===== src/rtl/braid_issue_queue.sv =====
module braid_issue_queue #(
  parameter int DEPTH = 32,
  parameter int XREGS = 8,
  parameter int IREGS = 8,
  parameter int OPW   = 8,
  parameter int NWB   = 2,
  localparam int XW = $clog2(XREGS),
  localparam int IW = $clog2(IREGS),
  localparam int SW = (XW > IW) ? XW : IW,
  localparam int EW = 3*SW + 7 + OPW
) (
  input  logic              clk,
  input  logic              rst_n,
  input  logic              push_vld,
  input  logic [EW-1:0]     push_word,
  output logic              full,
  input  logic [NWB-1:0]    wb_vld,
  input  logic [NWB*XW-1:0] wb_tag,
  input  logic [1:0]        cpl_vld,
  input  logic [1:0]        cpl_int,
  input  logic [2*IW-1:0]   cpl_tag,
  output logic [1:0]        iss_vld,
  output logic [2*EW-1:0]   iss_word,
  output logic              idle
);
  localparam int PW    = $clog2(DEPTH);
  localparam int CW    = $clog2(DEPTH + 1);
  localparam int FW    = PW + 2;
  localparam int D_IDX = 0;
  localparam int D_EXT = SW;
  localparam int D_INT = SW + 1;
  localparam int B_IDX = SW + 2;
  localparam int B_INT = 2*SW + 2;
  localparam int B_USE = 2*SW + 3;
  localparam int A_IDX = 2*SW + 4;
  localparam int A_INT = 3*SW + 4;
  localparam int A_USE = 3*SW + 5;
  localparam int ST    = EW - 1;

  logic [EW-1:0]    mem [DEPTH];
  logic [PW-1:0]    rd, wr;
  logic [CW-1:0]    cnt;
  logic [FW-1:0]    infl;
  logic [XREGS-1:0] busy, busy_n;
  logic [IREGS-1:0] imask, imask_n;

  function automatic logic src_ok(input logic u, input logic i, input logic [SW-1:0] idx,
                                  input logic [XREGS-1:0] b, input logic [IREGS-1:0] m);
    return !u || (i ? m[idx[IW-1:0]] : !b[idx[XW-1:0]]);
  endfunction

  function automatic logic ent_ok(input logic [EW-1:0] w, input logic [XREGS-1:0] b,
                                  input logic [IREGS-1:0] m);
    return src_ok(w[A_USE], w[A_INT], w[A_IDX +: SW], b, m) &&
           src_ok(w[B_USE], w[B_INT], w[B_IDX +: SW], b, m);
  endfunction

  wire [EW-1:0] h0 = mem[rd];
  wire [EW-1:0] h1 = mem[rd + PW'(1)];

  wire dep = h0[D_INT] &&
    ((h1[A_USE] && h1[A_INT] && h1[A_IDX +: SW] == h0[D_IDX +: SW]) ||
     (h1[B_USE] && h1[B_INT] && h1[B_IDX +: SW] == h0[D_IDX +: SW]));

  wire go0 = (cnt != '0) && ent_ok(h0, busy, imask) && (!h0[ST] || infl == '0);
  wire go1 = go0 && (cnt >= CW'(2)) && !h1[ST] && !dep &&
             ent_ok(h1, busy, h0[ST] ? '0 : imask);

  wire       push_ok = push_vld && !full;
  wire [1:0] npop    = {1'b0, go0} + {1'b0, go1};
  wire [1:0] ncpl    = {1'b0, cpl_vld[0]} + {1'b0, cpl_vld[1]};

  assign full     = (cnt == CW'(DEPTH));
  assign idle     = (cnt == '0) && (infl == '0);
  assign iss_vld  = {go1, go0};
  assign iss_word = {h1, h0};

  always_comb begin
    busy_n = busy;
    for (int i = 0; i < NWB; i++)
      if (wb_vld[i]) busy_n[wb_tag[i*XW +: XW]] = 1'b0;
    if (push_ok && push_word[D_EXT]) busy_n[push_word[D_IDX +: XW]] = 1'b1;
  end

  always_comb begin
    imask_n = imask;
    if (go0 && h0[ST]) imask_n = '0;
    for (int i = 0; i < 2; i++)
      if (cpl_vld[i] && cpl_int[i]) imask_n[cpl_tag[i*IW +: IW]] = 1'b1;
    if (go0 && h0[D_INT]) imask_n[h0[D_IDX +: IW]] = 1'b0;
    if (go1 && h1[D_INT]) imask_n[h1[D_IDX +: IW]] = 1'b0;
  end

  always_ff @(posedge clk)
    if (push_ok) mem[wr] <= push_word;

  always_ff @(posedge clk) begin
    if (!rst_n) begin
      rd    <= '0;
      wr    <= '0;
      cnt   <= '0;
      infl  <= '0;
      busy  <= '0;
      imask <= '0;
    end else begin
      if (push_ok) wr <= wr + PW'(1);
      rd    <= rd + PW'(npop);
      cnt   <= cnt + CW'(push_ok) - CW'(npop);
      infl  <= infl + FW'(npop) - FW'(ncpl);
      busy  <= busy_n;
      imask <= imask_n;
    end
  end
endmodule


===== config.mk =====
export PLATFORM = sky130hd
export DESIGN_NAME = braid_issue_queue
export DESIGN_NICKNAME = d
export VERILOG_FILES = /design/src/rtl/braid_issue_queue.sv
export SDC_FILE = /design/constraint.sdc
export NUM_CORES = 1
export LEC_CHECK = 0
export BUFFER_PORTS_ARGS = -buffer_cell sky130_fd_sc_hd__buf_2
export CORE_ASPECT_RATIO = 0.9
export CORE_MARGIN = 4
export CORE_UTILIZATION = 40
export DETAILED_ROUTE_END_ITERATION = 16
export REMOVE_ABC_BUFFERS = 1
export SLEW_MARGIN = 10
export SYNTH_ARGS = -nofsm -noshare
export SYNTH_HDL_FRONTEND = slang
export SYNTH_SLANG_ARGS = --single-unit

===== constraint.sdc =====
create_clock -name clk -period 12.78 [get_ports clk]
set_input_delay 0.639 -clock clk [delete_from_list [all_inputs] [get_ports clk]]
set_output_delay 0.639 -clock clk [all_outputs]
set_load 0.02 [all_outputs]

# --- Word level (Yosys, flattened, before mapping) ---
# Memory sizes are Yosys's and may differ from the RTL's. A register that Yosys moved wholly into a read port is not among the register bits.
# Index checks and enable logic that the tools add are counted.
op_classes:
  addsub: 9
  magnitude_cmp: 19
  eq_ne: 3
  muxes: 46
  n_bitwise: 11
  n_reduce_logical: 49
op_table:
  columns: ["op", "n"]
  rows:
  - ["8-bit 2-to-1 mux", 9]
  - ["3-bit by 4-bit < comparator with 1-bit output (second input constant)", 11]
  - ["8-bit bitwise AND", 4]
  - ["8-bit NOT", 4]
  - ["1-bit logical AND", 28]
  - ["1-bit binary-select mux with 3-bit select", 8]
  - ["8-bit bitwise OR", 3]
  - ["1-bit demux with 3-bit select", 7]
  - ["3-bit by 1-bit >= comparator with 1-bit output (second input constant)", 7]
  - ["1-bit 2-to-1 mux", 21]
  - ["1-bit logical NOT", 12]
  - ["5-bit by 1-bit adder with 5-bit output (second input constant)", 2]
  - ["7-bit by 2-bit adder with 7-bit output", 1]
  - ["7-bit logical NOT", 1]
  - ["7-bit by 2-bit subtractor with 7-bit output", 1]
  - ["6-bit by 1-bit adder with 6-bit output", 1]
  - ["3-bit equality test", 2]
  - ["6-bit equality test (second input constant)", 1]
  - ["6-bit by 2-bit >= comparator with 1-bit output (second input constant)", 1]
  - ["6-bit logical NOT", 1]
  - ["1-bit logical OR", 6]
  - ["6-bit nonzero test", 1]
  - ["6-bit by 2-bit subtractor with 6-bit output", 1]
  - ["5-bit by 2-bit adder with 5-bit output", 1]
  - ["2 further kinds", 3]
word_totals:
  regBits: 39
  ram_bits: 768
  in_bits: 45
  wordCells: 144
  n_memories: 1
memory_table:
  columns: ["name", "depth", "width", "rd", "rd_ports_with_merged_regs", "write_ports", "line", "text"]
  rows:
  - ["mem", 32, 24, 2, 1, 1, "40", "logic [EW-1:0] mem [DEPTH];"]

# --- Longest topological paths before layout ---
# Gate-level depths: netlist of the first run.
logic_depth:
  word_depth: 18
  mapped_depth: 28

# --- Least setup slack after synthesis of the first run ---
# No wires, ideal clock.
synth_path:
  path_type: "register to register"
  startpoint: "reg rd[1]"
  endpoint: "reg infl[6]"
  arrival_ps: 5258
  required_ps: 12664
  slack_ps: 7406
  path_stages_with_launch: 26
  path_buffers: 3
  period_less_slack_ps: 5374
  cell_sequence: "dfxtp_1 -> ha_1 -> buf_2 -> buf_2 -> buf_2 -> mux4_2 -> mux4_2 -> nand2_1 -> nand2_1 -> a21oi_1 -> o41ai_1 -> a31oi_1 -> nand4_1 -> nor2_1 -> ha_1 -> fa_1 -> ha_1 -> inv_1 -> fa_1 -> inv_1 -> a21oi_1 -> o21bai_1 -> a21oi_1 -> nor2_1 -> or3_1 -> and3_1"
synth_rtl:
  columns: ["item", "line", "text"]
  rows:
  - ["start, declared", "41", "logic [PW-1:0] rd, wr;"]
  - ["start signal, assigned", "107", "rd <= rd + PW'(npop);"]
  - ["5-bit by 1-bit adder with 5-bit output", "59", "wire [EW-1:0] h1 = mem[rd + PW'(1)];"]
  - ["memory read 32 x 24 bit", null, null]
  - ["via iss_word[47]", "23", "output logic [2*EW-1:0] iss_word,"]
  - ["1-bit logical NOT", "66", "wire go1 = go0 && (cnt >= CW'(2)) && !h1[ST] && !dep &&"]
  - ["1-bit logical AND (3 in series)", "66", null]
  - ["via go1", "66", null]
  - ["1-bit by 1-bit adder with 2-bit output", "70", "wire [1:0] npop = {1'b0, go0} + {1'b0, go1};"]
  - ["7-bit by 2-bit adder with 7-bit output", "109", "infl <= infl + FW'(npop) - FW'(ncpl);"]
  - ["7-bit by 2-bit subtractor with 7-bit output", "109", null]
  - ["end signal, assigned", "109", null]
  - ["end, declared", "43", "logic [FW-1:0] infl;"]
# The timed path passes the listed nets, and every way through them passes these cells. The select of a mux whose other input is x is not followed.
# A chain may end at the register's enable or synchronous reset.

# --- Worst setup path after layout of the first run ---
layout_path:
  startpoint: "reg rd[1]"
  endpoint: "reg infl[6]"
layout_between:
  elab_chain_cells: 12
layout_rtl:
  columns: ["item", "line", "text"]
  rows:
  - ["5-bit by 1-bit adder with 5-bit output (*)", "59", null]
  - ["memory read 32 x 24 bit (*)", null, null]
  - ["1-bit binary-select mux with 3-bit select, or another cell as far along", "49", "return !u || (i ? m[idx[IW-1:0]] : !b[idx[XW-1:0]]);"]
  - ["1-bit 2-to-1 mux (not written as such), or another cell as far along", "49", null]
  - ["1-bit logical NOT or 1-bit logical OR (tied branches)", "49, 62", null]
  - ["1-bit 2-to-1 mux or 1-bit logical AND (tied branches)", "49, 61", null]
  - ["1-bit logical OR or 1-bit logical NOT (tied branches)", "49, 66", null]
  - ["1-bit logical AND (on tied branches)", "54, 66", null]
  - ["1-bit logical AND (*)", "66", null]
  - ["1-bit by 1-bit adder with 2-bit output (*)", "70", null]
  - ["7-bit by 2-bit adder with 7-bit output (*)", "109", null]
  - ["7-bit by 2-bit subtractor with 7-bit output (*)", "109", null]
# Every way passes the cells marked *; elsewhere a longest branch is shown, timed or not. The select of a mux whose other input is x is not followed.

==> metrics.md, run 1 <==
| Metric | Value |
|---|---|
| Number of buffers created by CTS | 83 |
| Worst setup EP type | flip-flop |
| Area leader, netlist | edfxtp_1 |
| CTS resizes | 0 |
| Slew of the pin with the lowest slew margin | 1.29 ns |
| Worst path required time | between 10 and 15 ns |
| First-pass GRT wire length | 169 mm |
| Die area | between 100000 and 150000 um2 |
| GRT Util Overall | 0.228 |
| Post-synth top area share | 0.588 |
| Max-cap violations | 0 |
| Clock Skew | 0.0485 ns |
| Power per Cell Area | between 200 and 250 nW/um2 |
| Met2 GRT Util | 0.362 |
| Max clock buf depth | 3 |
| Clk root buf | clkbuf_16 |
| Nets@finish | around 2300 |
| Register area | 23900 um2 |
| Area occupied by multi-input gates | 14700 um2 |
| Synth async-reset ratio | 0 |
| H-tree levels | 3 |
| Commonest non-fill, non-tap cell in the layout | edfxtp_1 |
| Die H | between 300 and 400 um |
| Vias in the first global route | 23347 |
| Sequential fraction of the synthesis area | 0.608 |
| Period utilization | 0.652 |
| GR met1 Demand/Resource | 0.319 |
| Worst VDD drop | between 0.2 and 0.25 mV |
| Unique cell type count in the Yosys netlist | 74 |
| Area delta synth->final | 12.2% |
| Initial DRC Count | between 2000 and 3000 |
| Crit start category | flip-flop |
| Cells after Synth | 2135 |
| Hold EP | mem[10][9]$_DFFE_PP_ |
| Drt wl/cell | approximately 33 um |
| Worst path bufs/invs | 5 |
| Final hold vios | 0 |
| Reg2reg path depth | 25 |
| CP max FO | 51 |
| Hold Path Cell Cnt | 1 |
| Starting Density | 0.405 |
| CTS tree | done |
| Final setup fails | 0 |
| Arrival time worst endpoint | 8.85 ns |
| Unrepaired setup endpoints after global routing | false |
| Clk slew on worst S/H paths | 0.06 ns |
| Gpl congestion | 0.897 |
| CTS Sinks | 807 |
| DRT Pass-1 Iters | 5 |
| Setup TNS | 0 ns |
| R2R setup slack | 4.44 ns |
| Row cnt | 108 |
| Status | finished clean |
| # DRC | 0 |
| FF-to-FF End | infl[6]$_SDFF_PN0_ |
| GR peak layer | met2 |
| Mean Syn Cell Area | roughly 18 um2 |
| DPL Wire Length | roughly 69 mm |
| Commonest non-fill, non-tap cells in the layout | edfxtp_1, mux4_2, nand2_1 |
| Setup bufs post-CTS | 0 |
| Total Routed Length | 117 mm |
| Routed via count | 22854 |
| Hold Path Origin | push_word[9] |
| Met3 Usage GRT | 0.0545 |
| Headroom to the max-slew limit | 0.139 |
| Most numerous cell on the critical path | a21oi_1 |
| CORE AREA | 96800 um2 |
| Delay of the slowest cell on the worst path | 0.89 ns |
| Synth area leaders | edfxtp_1, mux4_2, mux2i_1, dfxtp_1, nand2_1 |
| HP Class | in2reg |
| Ys flop type | edfxtp_1 |
| FF-to-FF Start | rd[1]$_SDFF_PN0_ |
| I/O pins | 97 |
| Hold-fix buffers, CTS | 0 |
| Fmax | 120 MHz |
| Layout cells sized above 1 | 0.334 |
| Cell family with most CP delay | buffers and inverters |
| Buffers added on ports | 96 |
| Fin crit period | 8.34 ns |
| Max-slew violations | 0 |
| Leakage | 0.0136 uW |
| Filler instances | 8226 |
| Final core occ | 0.454 |
| Final ANT Viol Nets | 0 |
| Post-synthesis register bit count | 807 |
| Largest net degree at the start of global routing | 123 |
| Post-Syn Area | 39200 um2 |
| Vias/cell | roughly 6.4 |
| DIE WIDTH | 338 um |
| GRT overflow | 0 |
| Post-synth EDFFs | 768 |
| Clock latency on the worst-skew pair | 0.66 ns |
| Yosys warning count | 0 |
| Slowest CP cell | buf_4 |
| Antenna violations before repair | 4 |
| WS Path Type | reg2reg |
-- how the worst max path moves through the flow --
| stage | from | endpoint | slack (ns) | cells past startpoint |
|---|---|---|---|---|
| global placement | rd[1]$_SDFF_PN0_ | infl[6]$_SDFF_PN0_ | 4.64 | 25 |
| floorplan | rd[0]$_SDFF_PN0_ | infl[6]$_SDFF_PN0_ | -9.34 | 22 |
| CTS | rd[1]$_SDFF_PN0_ | infl[6]$_SDFF_PN0_ | 4.42 | 25 |
| global route | rd[1]$_SDFF_PN0_ | infl[6]$_SDFF_PN0_ | 3.89 | 25 |
| detailed placement | rd[1]$_SDFF_PN0_ | infl[6]$_SDFF_PN0_ | 4.48 | 25 |
| finish | rd[1]$_SDFF_PN0_ | infl[6]$_SDFF_PN0_ | 4.44 | 25 |
-- cell usage after synthesis (15+ instances only) --
master / number
a21oi_1: 27
a22oi_1: 22
and2_1: 28
buf_1: 17
buf_2: 56
buf_4: 15
clkbuf_1: 40
dfxtp_1: 39
edfxtp_1: 768
ha_1: 29
inv_1: 51
mux2i_1: 79
mux4_2: 433
nand2_1: 162
nand3_1: 35
nor2_1: 60
nor3_1: 21
o21ai_0: 24
xnor2_1: 18
-- cells by family after synthesis --
kind of cell / after synthesis / synth area share
AO/OA/AOI/OAI: 174 / 0.0319
XOR/XNOR: 27 / 0.00623
adder cells (fa/ha/maj): 34 / 0.0118
buffers and inverters: 195 / 0.0245
flip-flops: 807 / 0.608
multiplexers: 524 / 0.273
AND/OR/NAND/NOR: 374 / 0.0446
-- flip-flops by register name, indices dropped and copies added (netlist names) --
| register | count |
|---|---|
| busy | 8 |
| imask | 8 |
| rd | 5 |
| wr | 5 |
| mem | 768 |
| infl | 7 |
| cnt | 6 |
-- metrics by stage --
step | cells | worst slack [ns] | instance area [um2] | hold slack (ns) | power [uW]
floorplan | 1994 | -9.34 | 38400 | 0.524 | 6420
global placement | 3410 | 4.64 | 41300 | 0.592 | 6440
detailed placement | 3410 | 4.48 | 41300 | 0.597 | 6470
CTS | 3565 | 4.42 | 43900 | 0.432 | 8910
global route | 3565 | 3.89 | 43900 | 0.476 | 9250
finish | 3568 | 4.44 | 44000 | 0.470 | 8830
-- power breakdown --
part	switching [uW]	total, uW	leakage, uW	internal, uW
clock network	1050	2440	0.00131	1390
logic	1800	3360	0.00505	1560
registers	81.2	3040	0.00724	2960
-- routing by layer --
metal | up-vias | part of all wire
met4 | 2 | 0.027
met5 | - | 0.00011
met1 | 12368 | 0.41
li1 | 9156 | -
met2 | 1160 | 0.48
met3 | 168 | 0.088
-- area by class of cell --
| type | instances | area share |
|---|---|---|
| antenna | 3 | 0.000171 |
| tap | 1265 | 0.0360 |
| clock buffer | 100 | 0.0487 |
| timing repair buffer | 151 | 0.0209 |
| inverter | 54 | 0.00461 |
| sequential | 807 | 0.543 |
| clock inverter | 55 | 0.0126 |
| multi-input combinational | 1133 | 0.334 |
Power figures use the tool's default switching activity.
==> inputs of run 2 (changes only) <==
--- a/config.mk
+++ b/config.mk
@@ -5,6 +5,7 @@
 export SDC_FILE = /design/constraint.sdc
 export NUM_CORES = 1
 export LEC_CHECK = 0
+export ABC_AREA = 1
 export BUFFER_PORTS_ARGS = -buffer_cell sky130_fd_sc_hd__buf_2
 export CORE_ASPECT_RATIO = 0.9
 export CORE_MARGIN = 4
==> constraint.sdc (replaced) <==
create_clock -name clk -period 8.59 [get_ports clk]
set_input_delay 0.4295 -clock clk [delete_from_list [all_inputs] [get_ports clk]]
set_output_delay 0.4295 -clock clk [all_outputs]
set_load 0.02 [all_outputs]
==> run 2 against run 1 <==
Against the previous run:
- flip-flop and latch count unchanged
- core utilization fell by 1.3 points
- critical endpoint unchanged
- maximum frequency up 25%
==> metrics.md, run 2 <==
| Metric | Value |
|---|---|
| CP max FO | 75 (+47%) |
| Commonest non-fill, non-tap cells in the layout | edfxtp_1, nand2_1, o21ai_0 |
| Ys flop type | edfxtp_1 |
| Clk slew on worst S/H paths | 0.06 ns (about the same) |
| Clock Skew | 0.0208 ns (-0.0276 ns) |
| Nets@finish | 4486 (+94%) |
| Worst VDD drop | 0.309 mV (+38%) |
| Post-synth top area share | 0.554 (-0.0348) |
| Clk pwr share | 0.279 (+0.003) |
| Clk root buf | clkbuf_16 |
| Final hold vios | 0 (unchanged) |
| DRT Pass-1 Iters | 5 (unchanged) |
| Final setup margin | 1.90 ns (-2.54 ns) |
| Die H | 314 um (+3.0%) |
| GRT overflow | 0 (unchanged) |
| Logic pwr share | 0.372 (-0.008) |
| Gpl congestion | 0.900 (+0.23%) |
| Top-count cell post-synth | edfxtp_1 |
| Power per Cell Area | 282 nW/um2 (+40%) |
| Antenna violations before repair | 5 (+1) |
| Setup TNS | 0 ns (unchanged) |
| Post-synth EDFFs | 768 (unchanged) |
| Post-Layout Cell Count | 5843 (+64%) |
| WS Path Type | reg2reg |
| Worst path required time | 9.18 ns (-4.11 ns) |
| Max clock buf depth | 3 (unchanged) |
| Unrepaired setup endpoints after global routing | false |
| # DRC | 0 (unchanged) |
| Fin crit period | 6.69 ns (-1.65 ns) |
| Routed via count | 34511 (+51%) |
| Layout cells sized above 1 | 0.0809 (-0.253) |
| H-tree levels | 3 (unchanged) |
| Yosys warning count | 0 (unchanged) |
| Number of buffers created by CTS | 88 (+6.0%) |
| Synth area leaders | edfxtp_1, o21ai_0, nand2_1, nand3_1, a21oi_1 |
| Max-cap violations | 0 (unchanged) |
| Headroom to the max-slew limit | 0.203 (+0.0640) |
| Unique cell type count in the Yosys netlist | 45 (-39%) |
| Sw power | 5070 uW (+73%) |
| Drt wl/cell | 24.1 um (-27%) |
| Total Routed Length | 141 mm (+20%) |
| Slew of the pin with the lowest slew margin | 1.19 ns (-0.0915 ns) |
| Buffers added on ports | 96 (unchanged) |
| Synth async-reset ratio | 0 (unchanged) |
| Flop pwr share | 0.349 (+0.005) |
| Vias/cell | 5.91 (-7.8%) |
| Mean Syn Cell Area | 9.31 um2 (-49%) |
| DIE WIDTH | 348 um (+3.0%) |
| Commonest non-fill, non-tap cell in the layout | edfxtp_1 |
| Initial DRC Count | 4678 (+72%) |
| Period utilization | 0.779 (+0.126) |
| CTS Sinks | 807 (unchanged) |
| Commonest cells post-synth | edfxtp_1, nand2_1, o21ai_0 |
| Post-Syn Area | 41700 um2 (+6.3%) |
| Total internal power | 7820 uW (+32%) |
| Area leader, netlist | edfxtp_1 |
| Status | finished clean |
| Row cnt | 112 (+3.7%) |
| DPL Wire Length | 78.9 mm (+15%) |
| Cells after Synth | 4474 (+110%) |
| Leakage | 0.0163 uW (+20%) |
| Pre-CTS setup slack | 2.03 ns (-2.45 ns) |
| Most numerous cell on the critical path | nand2_1 |
| Fmax | 150 MHz (+25%) |
| Hold-fix buffers, CTS | 0 (unchanged) |
| Clock latency on the worst-skew pair | 0.67 ns (about the same) |
| GRT Util Overall | 0.248 (+0.0197) |
| Sequential fraction of the synthesis area | 0.572 (-0.0360) |
| First-pass GRT wire length | 203 mm (+21%) |
| Largest net degree at the start of global routing | 198 (+61%) |
| CTS resizes | 0 (unchanged) |
| Crit start category | flip-flop |
| HP Class | in2reg |
| Filler instances | 9695 (+18%) |
| I/O pins | 97 (unchanged) |
| Net Sw Frac | 0.394 (+0.0617) |
| Arrival time worst endpoint | 7.28 ns (-1.57 ns) |
| Worst setup EP type | flip-flop |
| Max-slew violations | 0 (unchanged) |
| Post-synthesis register bit count | 807 (unchanged) |
| Reg with most FFs | mem |
| Area delta synth->final | 9.68% |
| Vias in the first global route | 30815 (+32%) |
| Regs by FF count | mem x768, busy x8, imask x8 |
| Setup bufs post-CTS | 0 (unchanged) |
| Die area | 109000 um2 (+6.1%) |
| Largest register FFs | 768 (unchanged) |
| Placed Cells | 5685 (+67%) |
| Starting Density | 0.402 (-0.00284) |
| CTS tree | done |
| Final ANT Viol Nets | 0 (unchanged) |
| CORE AREA | 104000 um2 (+7.0%) |
| Total Power | 12900 uW (+46%) |
| Delay of the slowest cell on the worst path | 0.92 ns (+0.03 ns) |
| Slowest CP cell | dfxtp_4 |
| Final setup fails | 0 (unchanged) |
## run 2: logic make-up (layout without fill, tap and decap cells)
group	Yosys count	in the layout	share of synthesized area
AND/OR/NAND/NOR	1602	1602	0.163
AO/OA/AOI/OAI	1317	1317	0.175
flip-flops	807	807	0.572
buffers and inverters	709	709	0.0771
adder cells (fa/ha/maj)	34	34	0.0111
other	0	1	0
XOR/XNOR	5	5	0.00159
## run 2: layout make-up
class / instances / area, um2 / share of cell area
diodes: 1 / 2.50 / 0.0000548
clock buffers: 111 / 2330 / 0.0510
clock inverters: 46 / 333 / 0.00729
inverters: 381 / 1450 / 0.0316
multi-input cells: 2958 / 14900 / 0.326
flip-flops and latches: 807 / 23900 / 0.522
well taps: 1368 / 1710 / 0.0375
repair buffers: 171 / 1120 / 0.0245
## run 2: through the flow
step | cell area, um2 | hold WS [ns] | utilization
2_1_floorplan | 39900 | 0.466 | -
3_3_place_gp | 43000 | 0.544 | 0.415
3_5_place_dp | 43000 | 0.548 | 0.415
4_1_cts | 45700 | 0.161 | 0.441
5_1_grt | 45700 | 0.202 | 0.441
6_report | 45700 | 0.188 | 0.441
## run 2: power groups by stage
stage          Clock, uW  Combinational [uW]  Sequential (uW)
3_5_place_dp           0                4710             4580
6_report            3600                4800             4500
4_1_cts             3630                4730             4500
2_1_floorplan          0                2800             4740
5_1_grt             3790                5290             4510
3_3_place_gp           0                4680             4580
## run 2: final timing paths
path                            slack (ns)           startpoint  cells after the start             endpoint
worst min-delay path                  0.19            wb_tag[2]                      3   busy[0]$_SDFF_PN0_
worst max-delay path                  1.90     rd[0]$_SDFF_PN0_                     30   infl[6]$_SDFF_PN0_
worst min register to register        0.57  imask[4]$_SDFF_PN0_                      4  imask[4]$_SDFF_PN0_
worst max register to register        1.90     rd[0]$_SDFF_PN0_                     30   infl[6]$_SDFF_PN0_
## run 2: routing by layer
layer  GRT usage  part of all wire  vias to the layer above
met1       0.357              0.42                    16553
met3      0.0441              0.11                      330
met4      0.0936             0.040                        4
met2       0.375              0.44                     1917
met5           0           0.00019                        -
li1            -                 -                    15707
## run 2: critical path: cells and delay by family (launching register included)
family / cells / cell delay, ns
fa+ha+maj: 5 / 1.75
simple gates: 16 / 1.66
buf+inv: 4 / 1.37
flops: 1 / 0.92
compound gates: 5 / 0.86
